File: src/rtl/pcs_rx_pkg.sv
package pcs_rx_pkg;
  // code-group width in bits
  localparam int GW = 5;

  // line code groups, first-arriving bit in the MSB
  localparam logic [GW-1:0] CG_IDLE = 5'b11111;
  localparam logic [GW-1:0] CG_J    = 5'b11000;
  localparam logic [GW-1:0] CG_K    = 5'b10001;
  localparam logic [GW-1:0] CG_T    = 5'b01101;
  localparam logic [GW-1:0] CG_R    = 5'b00111;

  typedef enum logic [1:0] {
    ST_IDLE = 2'd0,
    ST_CARR = 2'd1,
    ST_RECV = 2'd2,
    ST_ERR  = 2'd3
  } rx_state_e;
endpackage

File: src/rtl/pcs_rx_shifter.sv
module pcs_rx_shifter #(
  parameter int W = 15
) (
  input  logic         clk,
  input  logic         rst,
  input  logic         bit_in,
  output logic [W-1:0] win
);
  logic [W-2:0] hist_q;

  // history resets to the idle level so no stale zero can trigger detection
  always_ff @(posedge clk) begin
    if (rst) hist_q <= '1;
    else     hist_q <= {hist_q[W-3:0], bit_in};
  end

  // window includes the bit being sampled at this edge in position 0
  assign win = {hist_q, bit_in};
endmodule

File: src/rtl/pcs_rx_detect.sv
module pcs_rx_detect
  import pcs_rx_pkg::*;
#(
  parameter int DET_WIN = 10,
  parameter int SYNC_W  = 3 * GW
) (
  input  logic [SYNC_W-1:0] win,
  output logic              carrier_hit,
  output logic              sync_ok,
  output logic [GW-1:0]     grp_now
);
  localparam logic [SYNC_W-1:0] SYNC_PAT = {CG_IDLE, CG_J, CG_K};

  logic older_zero;

  // any zero in the older part of the detection window
  assign older_zero  = |(~win[DET_WIN-1:2]);
  // a fresh zero after a one, with an earlier separated zero
  assign carrier_hit = !win[0] && win[1] && older_zero;
  assign sync_ok     = (win == SYNC_PAT);
  assign grp_now     = win[GW-1:0];
endmodule

File: src/rtl/pcs_rx_ctrl.sv
module pcs_rx_ctrl
  import pcs_rx_pkg::*;
(
  input  logic          clk,
  input  logic          rst,
  input  logic          carrier_hit,
  input  logic          sync_ok,
  input  logic [GW-1:0] grp_now,
  output logic          recv_o,
  output logic          err_o,
  output logic [GW-1:0] data_o,
  output logic          vld_o
);
  // detection fires on K's second bit; the rest of K is still to come
  localparam int LOOK = GW - 2;
  localparam int CW   = $clog2(GW);

  rx_state_e     st_q;
  logic [CW-1:0] cnt_q;
  logic [GW-1:0] prev_q;
  logic          recv_q, err_q, vld_q;
  logic [GW-1:0] data_q;
  logic          grp_end, end_clean, end_idle;

  assign grp_end   = (cnt_q == CW'(GW - 1));
  assign end_clean = (prev_q == CG_T) && (grp_now == CG_R);
  assign end_idle  = (prev_q == CG_IDLE) && (grp_now == CG_IDLE);

  always_ff @(posedge clk) begin
    if (rst) begin
      st_q   <= ST_IDLE;
      cnt_q  <= '0;
      prev_q <= '0;
      recv_q <= 1'b0;
      err_q  <= 1'b0;
      vld_q  <= 1'b0;
      data_q <= '0;
    end else begin
      vld_q <= 1'b0;
      unique case (st_q)
        ST_IDLE: begin
          if (carrier_hit) begin
            st_q   <= ST_CARR;
            cnt_q  <= '0;
            recv_q <= 1'b1;
          end
        end
        ST_CARR: begin
          if (cnt_q == CW'(LOOK - 1)) begin
            cnt_q <= '0;
            if (sync_ok) begin
              st_q   <= ST_RECV;
              prev_q <= CG_K;
            end else begin
              st_q  <= ST_ERR;
              err_q <= 1'b1;
            end
          end else begin
            cnt_q <= cnt_q + 1'b1;
          end
        end
        ST_RECV: begin
          if (grp_end) begin
            cnt_q  <= '0;
            vld_q  <= 1'b1;
            data_q <= grp_now;
            prev_q <= grp_now;
            if (end_clean) begin
              st_q   <= ST_IDLE;
              recv_q <= 1'b0;
            end else if (end_idle) begin
              st_q  <= ST_ERR;
              err_q <= 1'b1;
            end
          end else begin
            cnt_q <= cnt_q + 1'b1;
          end
        end
        ST_ERR: begin
          if (grp_end) begin
            st_q   <= ST_IDLE;
            cnt_q  <= '0;
            err_q  <= 1'b0;
            recv_q <= 1'b0;
          end else begin
            cnt_q <= cnt_q + 1'b1;
          end
        end
        default: st_q <= ST_IDLE;
      endcase
    end
  end

  assign recv_o = recv_q;
  assign err_o  = err_q;
  assign data_o = data_q;
  assign vld_o  = vld_q;
endmodule

File: src/rtl/pcs_rx_carrier.sv
module pcs_rx_carrier
  import pcs_rx_pkg::*;
#(
  parameter int DET_WIN = 10
) (
  input  logic          clk,
  input  logic          rst,
  input  logic          rx_bit,
  output logic          crs,
  output logic          rx_er,
  output logic          receiving,
  output logic [GW-1:0] grp_data,
  output logic          grp_valid
);
  localparam int SYNC_W = 3 * GW;
  localparam int HIST_W = (SYNC_W > DET_WIN) ? SYNC_W : DET_WIN;

  logic [HIST_W-1:0] win;
  logic              carrier_hit, sync_ok, recv_w;
  logic [GW-1:0]     grp_now;

  pcs_rx_shifter #(.W(HIST_W)) u_shift (
    .clk    (clk),
    .rst    (rst),
    .bit_in (rx_bit),
    .win    (win)
  );

  pcs_rx_detect #(.DET_WIN(DET_WIN), .SYNC_W(SYNC_W)) u_det (
    .win         (win[SYNC_W-1:0]),
    .carrier_hit (carrier_hit),
    .sync_ok     (sync_ok),
    .grp_now     (grp_now)
  );

  pcs_rx_ctrl u_ctrl (
    .clk         (clk),
    .rst         (rst),
    .carrier_hit (carrier_hit),
    .sync_ok     (sync_ok),
    .grp_now     (grp_now),
    .recv_o      (recv_w),
    .err_o       (rx_er),
    .data_o      (grp_data),
    .vld_o       (grp_valid)
  );

  assign receiving = recv_w;
  assign crs       = recv_w;
endmodule

File: config.mk
export PLATFORM = sky130hd
export DESIGN_NAME = pcs_rx_carrier
export DESIGN_NICKNAME = d
export VERILOG_FILES = /design/src/rtl/pcs_rx_pkg.sv /design/src/rtl/pcs_rx_shifter.sv /design/src/rtl/pcs_rx_detect.sv /design/src/rtl/pcs_rx_ctrl.sv /design/src/rtl/pcs_rx_carrier.sv
export SDC_FILE = /design/constraint.sdc
export NUM_CORES = 1
export LEC_CHECK = 0
export ABC_CLOCK_PERIOD_IN_PS = 2130
export BUFFER_PORTS_ARGS = -buffer_cell sky130_fd_sc_hd__buf_2
export CORE_MARGIN = 2
export CORE_UTILIZATION = 35
export DETAILED_ROUTE_END_ITERATION = 7
export REMOVE_ABC_BUFFERS = 1
export SLEW_MARGIN = 20
export SYNTH_ARGS = -nofsm -noshare
export SYNTH_HDL_FRONTEND = slang
export SYNTH_HIERARCHICAL = 1
export SYNTH_SLANG_ARGS = --single-unit
File: constraint.sdc
create_clock -name clk -period 2.13 [get_ports clk]
set_input_delay 0.213 -clock clk [delete_from_list [all_inputs] [get_ports clk]]
set_output_delay 0.213 -clock clk [all_outputs]
set_load 0.05 [all_outputs]
==> impl_metrics.tcl <==
set metrics [dict create \
    outcome "completed" \
    synth_cells 145 \
    syn_to_final_growth_pct 8.82 \
    hold_buffers 0 \
    postCtsSetupBuffers 0 \
    cpPeakStageDelay_ns 0.55 \
    dpl-instance-area_um2 1440 \
    routabilityCongestion 0.766 \
    drive_gt1_frac 0.197 \
    vias 1019 \
    ios 12 \
    r2r_setup_slack_ns 0.23 \
    vias_per_cell 5.04 \
    worstSkewPairLatency_ns 0.28 \
    synth_area_um2 1410 \
    max_freq_ghz 0.528 \
    worstReg2RegStart "u_shift/hist_q[4]" \
    post-route-cell-area_um2 1530 \
    antenna_left 0 \
    slew_headroom 0.712 \
    multi_input_area_um2 643 \
    fin_setup_tns_ns 0 \
    grt_usage 0.139 \
    crit_path_end "u_ctrl/prev_q[4]" \
    grt_pass1_wl_mm 4.47 \
    finalSetupViolCount 0 \
    die_y_um 67.4 \
    startpoint "u_shift/hist_q[4]" \
    fin_worst_skew_ns 0.00631 \
    synth_cell_types 35 \
    core_um2 3940 \
    clock_path_buffers 2 \
    die_width_um 67.4 \
    drv_cap 0 \
    cts_sinks 32 \
    cts_max_level 2 \
    ir_drop_uv 558 \
    antenna_cells 0 \
    critPathMaxFanout 3 \
    cts_resized 0 \
    tritoncts "built" \
    cp_data_arrival_time_ns 2.10 \
    placementRows 23 \
    crit_path_cell_trace "or4b_1, nor4_2, and3_4, nor3_1, nor3_2" \
    critical_path_class "flip-flop to flip-flop" \
    fillCellCount 383 \
    drt_pre_antenna_iters 4 \
    synth_edf_count 0 \
    cts.clk_slew.worst_paths_ns 0.07 \
    ys_seq_area_frac 0.456 \
    met3_usage 0.0500 \
    final_max_slew_viol_count 0 \
    start_util 0.356 \
    cts-root-buf "clkbuf_8" \
    die-area_um2 4540 \
    numPortBuffers 11 \
    dp_hpwl_mm 1.96 \
    final_hold_viol_count 0 \
    busiest_layer "met2" \
    period_needed_ns 1.90 \
    yosys_register_bits 32 \
    hp-class "input pin to flip-flop" \
    route.detailed.drc 0 \
    synth-main-ff-cell "dfxtp_1" \
    grt_max_degree 24 \
    yosys_warnings 6 \
    period_share 0.890 \
    powerDensity_nw_per_um2 746 \
    drtIter0Drc 16 \
    grt.overflow.total 0 \
    grtUsageMet2 0.223 \
    reg2reg_depth 5 \
    cp-end-kind "flip-flop" \
    async_reset_ff_frac 0 \
    tightest_slew_ns 0.428 \
    cts_made_buffers 5 \
    regArea_um2 641 \
    rsz0062_at_grt "no" \
    gr-usage-met1 0.157 \
    critPathLaunchType "flip-flop" \
    wl_per_cell_um 13.3 \
    grt_pass1_vias 1010 \
    routed_wl_mm 2.68 \
    worstPathRequired_ns 2.34 \
    critPathSlowestCell "or4b_1" \
    antenna_found_initial 0 \
    p_leak_nw 0.569 \
    nNetsFinal 157 \
    avgSynthCellArea_um2 9.69 \
    r2r-end "u_ctrl/prev_q[4]" \
]
[flip-flops by register name, indices dropped and copies added (netlist names)]
name and flops:
u_shift/hist_q 14, u_ctrl/data_o 5, u_ctrl/prev_q 5, u_ctrl/cnt_q 3, u_ctrl/st_q 2, u_ctrl/err_o 1, u_ctrl/recv_o 1, u_ctrl/vld_o 1
[stage by stage]
stage                     setup slack [ns]  total power, mW  utilization  hold slack [ns]  std cells
after floorplan                      0.369            0.660            -            0.282        132
after global placement               0.307            0.680        0.364            0.421        194
after detailed placement             0.253            0.682        0.364            0.424        194
after CTS                            0.232             1.16        0.388            0.209        202
after global routing                0.0822             1.20        0.388            0.210        202
final                                0.235             1.14        0.388            0.221        202
[routing by layer]
layer	part of all wire	wire length [um]
met1	0.46	1220
met2	0.49	1320
met3	0.027	72
met4	0.025	66
met5	0	0
[cells in the mapped netlist, types with 2 or more instances]
master,instances,area (um2)
clkbuf_1,2,7.51
nand2b_1,2,12.5
a21o_1,2,15.0
nand4_1,3,18.8
a31oi_4,2,42.5
buf_6,2,22.5
and3_4,2,22.5
o21a_1,2,15.0
buf_4,8,60.1
nor3_2,3,30.0
a21oi_1,12,60.1
nor2_1,4,15.0
dfxtp_1,32,641
or2_1,14,87.6
inv_1,7,26.3
nor3_1,3,15.0
a211oi_1,2,15.0
or4b_1,2,20.0
ha_1,3,37.5
nand3_1,4,20.0
nand2_1,20,75.1
[how the worst min path moves through the flow]
stage / to / start / cells past startpoint / slack (ns)
CTS: u_shift/hist_q[0] / rx_bit / 2 / 0.21
global placement: u_shift/hist_q[13] / u_shift/hist_q[12] / 1 / 0.42
detailed placement: u_shift/hist_q[11] / u_shift/hist_q[10] / 1 / 0.42
global route: u_shift/hist_q[0] / rx_bit / 2 / 0.21
floorplan: u_ctrl/cnt_q[0] / rst / 1 / 0.28
finish: u_shift/hist_q[0] / rx_bit / 2 / 0.22
[power breakdown]
part / internal (mW) / switching [mW] / total, mW
clock network: 0.262 / 0.210 / 0.472
logic: 0.0190 / 0.0358 / 0.0548
registers: 0.605 / 0.00873 / 0.614
total: 0.886 / 0.254 / 1.14
[cells in the final DEF, fill, tap and decap left out, types with 2 or more instances in the layout]
| master | count |
|---|---|
| a211oi_1 | 2 |
| a21o_1 | 2 |
| a21oi_1 | 12 |
| a31oi_4 | 2 |
| and3_4 | 2 |
| buf_2 | 11 |
| clkbuf_8 | 6 |
| dfxtp_1 | 32 |
| ha_1 | 3 |
| inv_1 | 7 |
| nand2_1 | 20 |
| nand2b_1 | 2 |
| nand3_1 | 4 |
| nand4_1 | 3 |
| nor2_1 | 4 |
| nor3_1 | 3 |
| nor3_2 | 3 |
| o21a_1 | 2 |
| or2_1 | 14 |
| or4b_1 | 2 |
[cells by family after synthesis]
kind of cell / after synthesis / share of synthesized area
compound gates: 26 / 0.141
fa+ha+maj: 3 / 0.0267
buf+inv: 20 / 0.0864
flops: 32 / 0.456
simple gates: 64 / 0.290
[area by class of cell]
class	count	share of cell area
multi-input cells	93	0.421
inverters	7	0.0172
well taps	50	0.0409
flip-flops and latches	32	0.419
clock inverters	1	0.00491
repair buffers	12	0.0409
clock buffers	7	0.0565
[critical path: cells and delay by family (launching register included)]
kind          cells  cell delay, ns
flops             1            0.32
simple gates      5            1.51
No activity file was read; power rests on OpenSTA's default activity.
